[src/rtl/addr_region_decoder.sv]
module addr_region_decoder #(
  parameter int          NREG     = 16,
  parameter int          CFG_AW   = 5,
  parameter int          PG_SMALL = 12,
  parameter int          PG_BIG   = 16,
  parameter logic [31:0] LIMIT    = 32'h4000_0000
) (
  input  logic                    clk,
  input  logic                    rst_n,
  input  logic                    cfg_we,
  input  logic [CFG_AW-1:0]       cfg_addr,
  input  logic [31:0]             cfg_wdata,
  input  logic                    acc_valid,
  input  logic [31:0]             acc_addr,
  input  logic                    acc_write,
  output logic                    hit,
  output logic [$clog2(NREG)-1:0] region,
  output logic [2:0]              target,
  output logic                    no_exec,
  output logic                    no_cache,
  output logic                    no_write,
  output logic                    wpv_status,
  output logic                    irq
);
  localparam int RW = $clog2(NREG);
  localparam logic [CFG_AW-1:0] CTRL_A = CFG_AW'(NREG);
  localparam logic [CFG_AW-1:0] STAT_A = CFG_AW'(NREG + 1);

  logic [31:0] desc [NREG];
  logic [32:0] lo   [NREG];
  logic [32:0] span [NREG];
  logic [NREG-1:0] match;
  logic [RW-1:0] sel;
  logic found, irq_en;
  logic [32:0] a33;

  assign a33 = {1'b0, acc_addr};

  always_ff @(posedge clk or negedge rst_n) begin
    if (!rst_n) begin
      for (int k = 0; k < NREG; k++) desc[k] <= '0;
    end else if (cfg_we) begin
      for (int k = 0; k < NREG; k++)
        if (cfg_addr == CFG_AW'(k)) desc[k] <= cfg_wdata;
    end
  end

  for (genvar i = 0; i < NREG; i++) begin : g_rgn
    assign lo[i]    = {19'b0, desc[i][13:0]} << (desc[i][25] ? PG_BIG : PG_SMALL);
    assign span[i]  = {21'b0, {1'b0, desc[i][24:14]} + 12'd1} << (desc[i][25] ? PG_BIG : PG_SMALL);
    assign match[i] = (desc[i][31:29] != 3'b000) && (acc_addr < LIMIT)
                      && (a33 >= lo[i]) && (a33 < lo[i] + span[i]);
  end

  always_comb begin
    sel   = '0;
    found = 1'b0;
    for (int k = NREG - 1; k >= 0; k--)
      if (match[k]) begin
        sel   = RW'(k);
        found = 1'b1;
      end
  end

  assign hit      = acc_valid && found;
  assign region   = hit ? sel : '0;
  assign target   = hit ? desc[sel][31:29] : 3'b000;
  assign no_exec  = hit && desc[sel][28];
  assign no_cache = hit && desc[sel][27];
  assign no_write = hit && desc[sel][26];

  always_ff @(posedge clk or negedge rst_n) begin
    if (!rst_n) begin
      wpv_status <= 1'b0;
      irq_en     <= 1'b0;
    end else begin
      if (acc_write && no_write)
        wpv_status <= 1'b1;
      else if (cfg_we && cfg_addr == STAT_A && cfg_wdata[0])
        wpv_status <= 1'b0;
      if (cfg_we && cfg_addr == CTRL_A)
        irq_en <= cfg_wdata[7];
    end
  end

  assign irq = wpv_status && irq_en;

  AST_MISS_QUIET: assert property (@(posedge clk) disable iff (!rst_n)
    !hit |-> (target == 3'b000 && !no_exec && !no_cache && !no_write));
  AST_HIGH_MISS: assert property (@(posedge clk) disable iff (!rst_n)
    (acc_addr >= LIMIT) |-> !hit);
  AST_HIT_ENABLED: assert property (@(posedge clk) disable iff (!rst_n)
    hit |-> (target != 3'b000));
  AST_SET_CAUSE: assert property (@(posedge clk) disable iff (!rst_n)
    $rose(wpv_status) |-> $past(acc_valid && acc_write && no_write));
  AST_CLR_CAUSE: assert property (@(posedge clk) disable iff (!rst_n)
    $fell(wpv_status) |-> $past(cfg_we && cfg_addr == STAT_A && cfg_wdata[0]));
  AST_IRQ_SRC: assert property (@(posedge clk) disable iff (!rst_n)
    irq |-> wpv_status);
endmodule

[config.mk]
export PLATFORM = sky130hd
export DESIGN_NAME = addr_region_decoder
export DESIGN_NICKNAME = d
export VERILOG_FILES = /design/src/rtl/addr_region_decoder.sv
export SDC_FILE = /design/constraint.sdc
export NUM_CORES = 2
export LEC_CHECK = 0
export CAP_MARGIN = 20
export CORE_ASPECT_RATIO = 0.5
export CORE_MARGIN = 3
export CORE_UTILIZATION = 45
export CTS_BUF_LIST = sky130_fd_sc_hd__clkbuf_4 sky130_fd_sc_hd__clkbuf_8 sky130_fd_sc_hd__clkbuf_16
export DETAILED_ROUTE_END_ITERATION = 8
export PLACE_DENSITY = 0.73
export SLEW_MARGIN = 30
export SYNTH_ARGS = -nofsm -noshare
export SYNTH_HDL_FRONTEND = slang
export SYNTH_SLANG_ARGS = --single-unit
[constraint.sdc]
create_clock -name clk -period 8.9 [get_ports clk]
set_input_delay 1.335 -clock clk [delete_from_list [all_inputs] [get_ports clk]]
set_output_delay 1.335 -clock clk [all_outputs]
set_load 0.005 [all_outputs]
==> impl_metrics.csv <==
group,metric,value,unit
floorplan,core_area,124000,um2
critical_path,critPathKind,"reg -> out",
pwr,p_leak,32.44,nW
cells_and_area,register_area,12860,um2
worst_hold_path,worstHoldPathType,"reg -> reg",
cells_and_area,syn_to_final_growth,14.63,%
critical_path,cpPeakStageDelay,0.52,ns
clock_network,clk_pin_slew,0.07,ns
critical_path,path_common_cell,"a21oi_2",
cells_and_area,fillCellCount,11090,
pwr,max-vdd-ir-drop,0.1705,mV
yosys,ys_seq_area_frac,0.2276,
clock_network,postCtsHoldBufs,0,
global_routing,grt_first_pass_wirelength,280200,um
routing,wirelength,186500,um
cells_and_area,multi_input_area,43580,um2
global_routing,grt_antenna_before_repair,26,
flow_run,maxCapViolations,0,
routing,dr.max_layer_used,"met5",
clock_network,clock_latency,0.66,ns
placement,gp_congestion,1.003,
global_routing,grt_max_degree,150,
routing,via_per_inst,5.933,
placement,place_inst,8107,
routing,antenna_left,0,
sta,max_slew_margin,0.2350,
clock_network,cts_root_buf,"clkbuf_16",
floorplan,start_util,0.4558,
cells_and_area,fin_cells,8318,
floorplan,pin_count,87,
run_status,status,"finished, final reports clean",
routing,wl_met2,80480,um
sta,fin_crit_sh,0.9981,
critical_path,path_buf_inv,3,
floorplan,die_area,130100,um2
floorplan,die_h,256.6,um
sta,period_minus_slack,8.884,ns
cells_and_area,drive_gt1_frac,0.1767,
clock_network,cts_tree,"done",
critical_path,cp-end-kind,"output port",
clock_network,numCtsBuffers,56,
critical_path,crit_path_top_delay_cell,"mux4_2",
routing,wl_met3,16310,um
pwr,power.density,208.8,nW/um2
placement,portBuffers,86,
clock_network,clock_path_buffers,3,
global_routing,grt_usage,0.2780,
routing,wl_met1,78070,um
sta,grt_setup_unrepaired,"true",
critical_path,crit_family,"compound AO/OA/AOI/OAI gates",
sta,fmax,112.6,MHz
yosys,avgSynthCellArea,9.354,um2
yosys,yosys_register_bits,514,
global_routing,gr-total-overflow,0,
yosys,syn_area,56520,um2
critical_path,start_kind,"flop",
routing,vias,49350,
clock_network,clock-sinks,514,
sta,slew_viol_final,0,
sta,finalHoldViolCount,0,
routing,drtIter0Drc,4524,
cells_and_area,layout.nets,7866,
global_routing,grt_pass1_vias,47480,
yosys,yosys_most_used_dff,"dfrtp_1",
cells_and_area,post-route-util,0.5225,
yosys,ys_types,81,
routing,drc,0,
placement,dp_hpwl,131400,um
sta,setup_viol,0,
critical_path,worstPathMaxFanout,8,
routing,drtPass1Iterations,6,
critical_path,cp_data_required_time,7.57,ns
floorplan,dieWidth,507.2,um
routing,wl_per_cell,22.42,um
floorplan,rows,91,
yosys,synth-edff-count,0,
yosys,netlist_instances,6042,
yosys,ys_warn_count,0,
sta,tightest_slew,1.147,ns
sta,skew,0.01770,ns
critical_path,arrival,7.55,ns
yosys,async_flop_share,1.000,
clock_network,htreeDepth,2,
==> cells by family after synthesis <==
| logic type | after synthesis | share of synthesized area |
|---|---|---|
| muxes | 789 | 0.1529 |
| buffers and inverters | 585 | 0.03947 |
| DFF | 514 | 0.2276 |
| adders and majority gates | 1206 | 0.2670 |
| and+or+nand+nor | 1359 | 0.1164 |
| xor gates and xnor gates | 396 | 0.06137 |
| other | 2 | 0.0001329 |
| AOI/OAI and AO/OA | 1191 | 0.1352 |
==> path summary, 6_finish.rpt <==
path	slack [ns]	to	startpoint	cells past startpoint
min	0.51	desc[122]$_DFFE_PN0P_	desc[122]$_DFFE_PN0P_	1
max reg2reg	2.10	wpv_status$_DFFE_PN0P_	desc[15]$_DFFE_PN0P_	33
min reg2reg	0.51	desc[122]$_DFFE_PN0P_	desc[122]$_DFFE_PN0P_	1
max	0.02	target[1]	desc[15]$_DFFE_PN0P_	32
min in group asynchronous	0.55	desc[16]$_DFFE_PN0P_	rst_n	1
max in group asynchronous	6.67	desc[238]$_DFFE_PN0P_	rst_n	3
==> sequential cells by signal, summed over array words and instances (netlist names) <==
| register | flops |
|---|---|
| irq_en | 1 |
| desc | 512 |
| wpv_status | 1 |
==> cells in the final DEF (no fill, tap or decap), types with 51 or more instances in the layout <==
cell type | netlist | layout
a211oi_1 | 59 | 55
a21o_1 | 125 | 125
a21oi_1 | 431 | 339
a21oi_2 | 0 | 92
and3_1 | 72 | 68
buf_4 | 2 | 216
clkbuf_16 | 0 | 58
conb_1 | 2 | 326
dfrtp_1 | 514 | 512
ha_1 | 1206 | 1204
inv_1 | 424 | 421
mux2_2 | 553 | 551
mux2i_1 | 232 | 231
nand2_1 | 398 | 395
nand3_1 | 171 | 168
nand4_1 | 107 | 107
nor2_1 | 302 | 299
nor2b_1 | 65 | 61
nor3_1 | 79 | 75
o211ai_1 | 51 | 51
o21ai_0 | 201 | 181
xnor2_1 | 250 | 249
xor2_1 | 146 | 146
==> synth_stat cells, types with 50 or more instances <==
master,number,area [um2]
dfrtp_1,514,12860
a21oi_1,431,2157
o21ai_0,201,1006
nand2_1,398,1494
nand3_1,171,855.8
a211oi_1,59,442.9
mux2_2,553,6227
nand4_1,107,669.4
nor2_1,302,1134
inv_1,424,1592
clkbuf_1,102,382.9
o21bai_1,50,375.4
xor2_1,146,1279
mux2i_1,232,2322
nor2b_1,65,406.6
and3_1,72,450.4
nor3_1,79,395.4
o211ai_1,51,382.9
xnor2_1,250,2190
a21o_1,125,938.4
ha_1,1206,15090
==> where the power goes <==
part,total [mW],internal [mW],switching (mW)
Combinational,7.68,3.49,4.19
Clock,2.55,1.44,1.11
Sequential,3.29,2.80,0.493
Total,13.5,7.73,5.80
==> stage by stage <==
step	setup TNS [ns]	area (um2)	total power, mW	hold slack (ns)	setup WS, ns
finish	0	64780	13.52	0.5058	0.01650
global route	-0.9874	64750	14.58	0.5249	-0.3165
CTS	-0.03514	63920	13.19	0.5087	-0.03514
detailed placement	-1.582	61110	10.38	0.4894	-0.5171
global placement	-0.5135	60990	10.19	0.4895	-0.2793
floorplan	0	57730	8.504	0.4704	0.8578
==> worst reg2reg max path: cells and delay by family, from the launching register on <==
family,cells,cell delay [ns]
AND/OR/NAND/NOR,4,0.86
XOR/XNOR,1,0.16
multiplexers,1,0.19
adder cells (fa/ha/maj),3,0.88
flip-flops,1,0.40
buffers and inverters,4,0.58
AO/OA/AOI/OAI,20,3.60
==> timing repair <==
action / 4_1_cts / 5_1_grt
endpoints found under the setup margin: 11 / 10
cloned: 1 / 0
pin swaps: 50 / 77
buffers inserted: 44 / 49
gates resized for setup: 148 / 108
endpoints found under the hold margin: 0 / 0
==> per-layer routing <==
layer	vias up	track usage
met5	-	0
met4	2	0.1472
met3	561	0.04306
met2	1988	0.4331
met1	23780	0.3710
li1	23030	-
==> area by class of cell <==
| cell class | instances | area share |
|---|---|---|
| Timing Repair Buffer | 319 | 0.04081 |
| Multi-Input combinational cell | 5268 | 0.6727 |
| Antenna cell | 13 | 0.0005022 |
| Clock inverter | 32 | 0.005543 |
| Inverter | 427 | 0.02492 |
| Clock buffer | 71 | 0.02459 |
| Sequential cell | 514 | 0.1986 |
| Tap cell | 1674 | 0.03233 |
(Power assumes the default switching activity.)
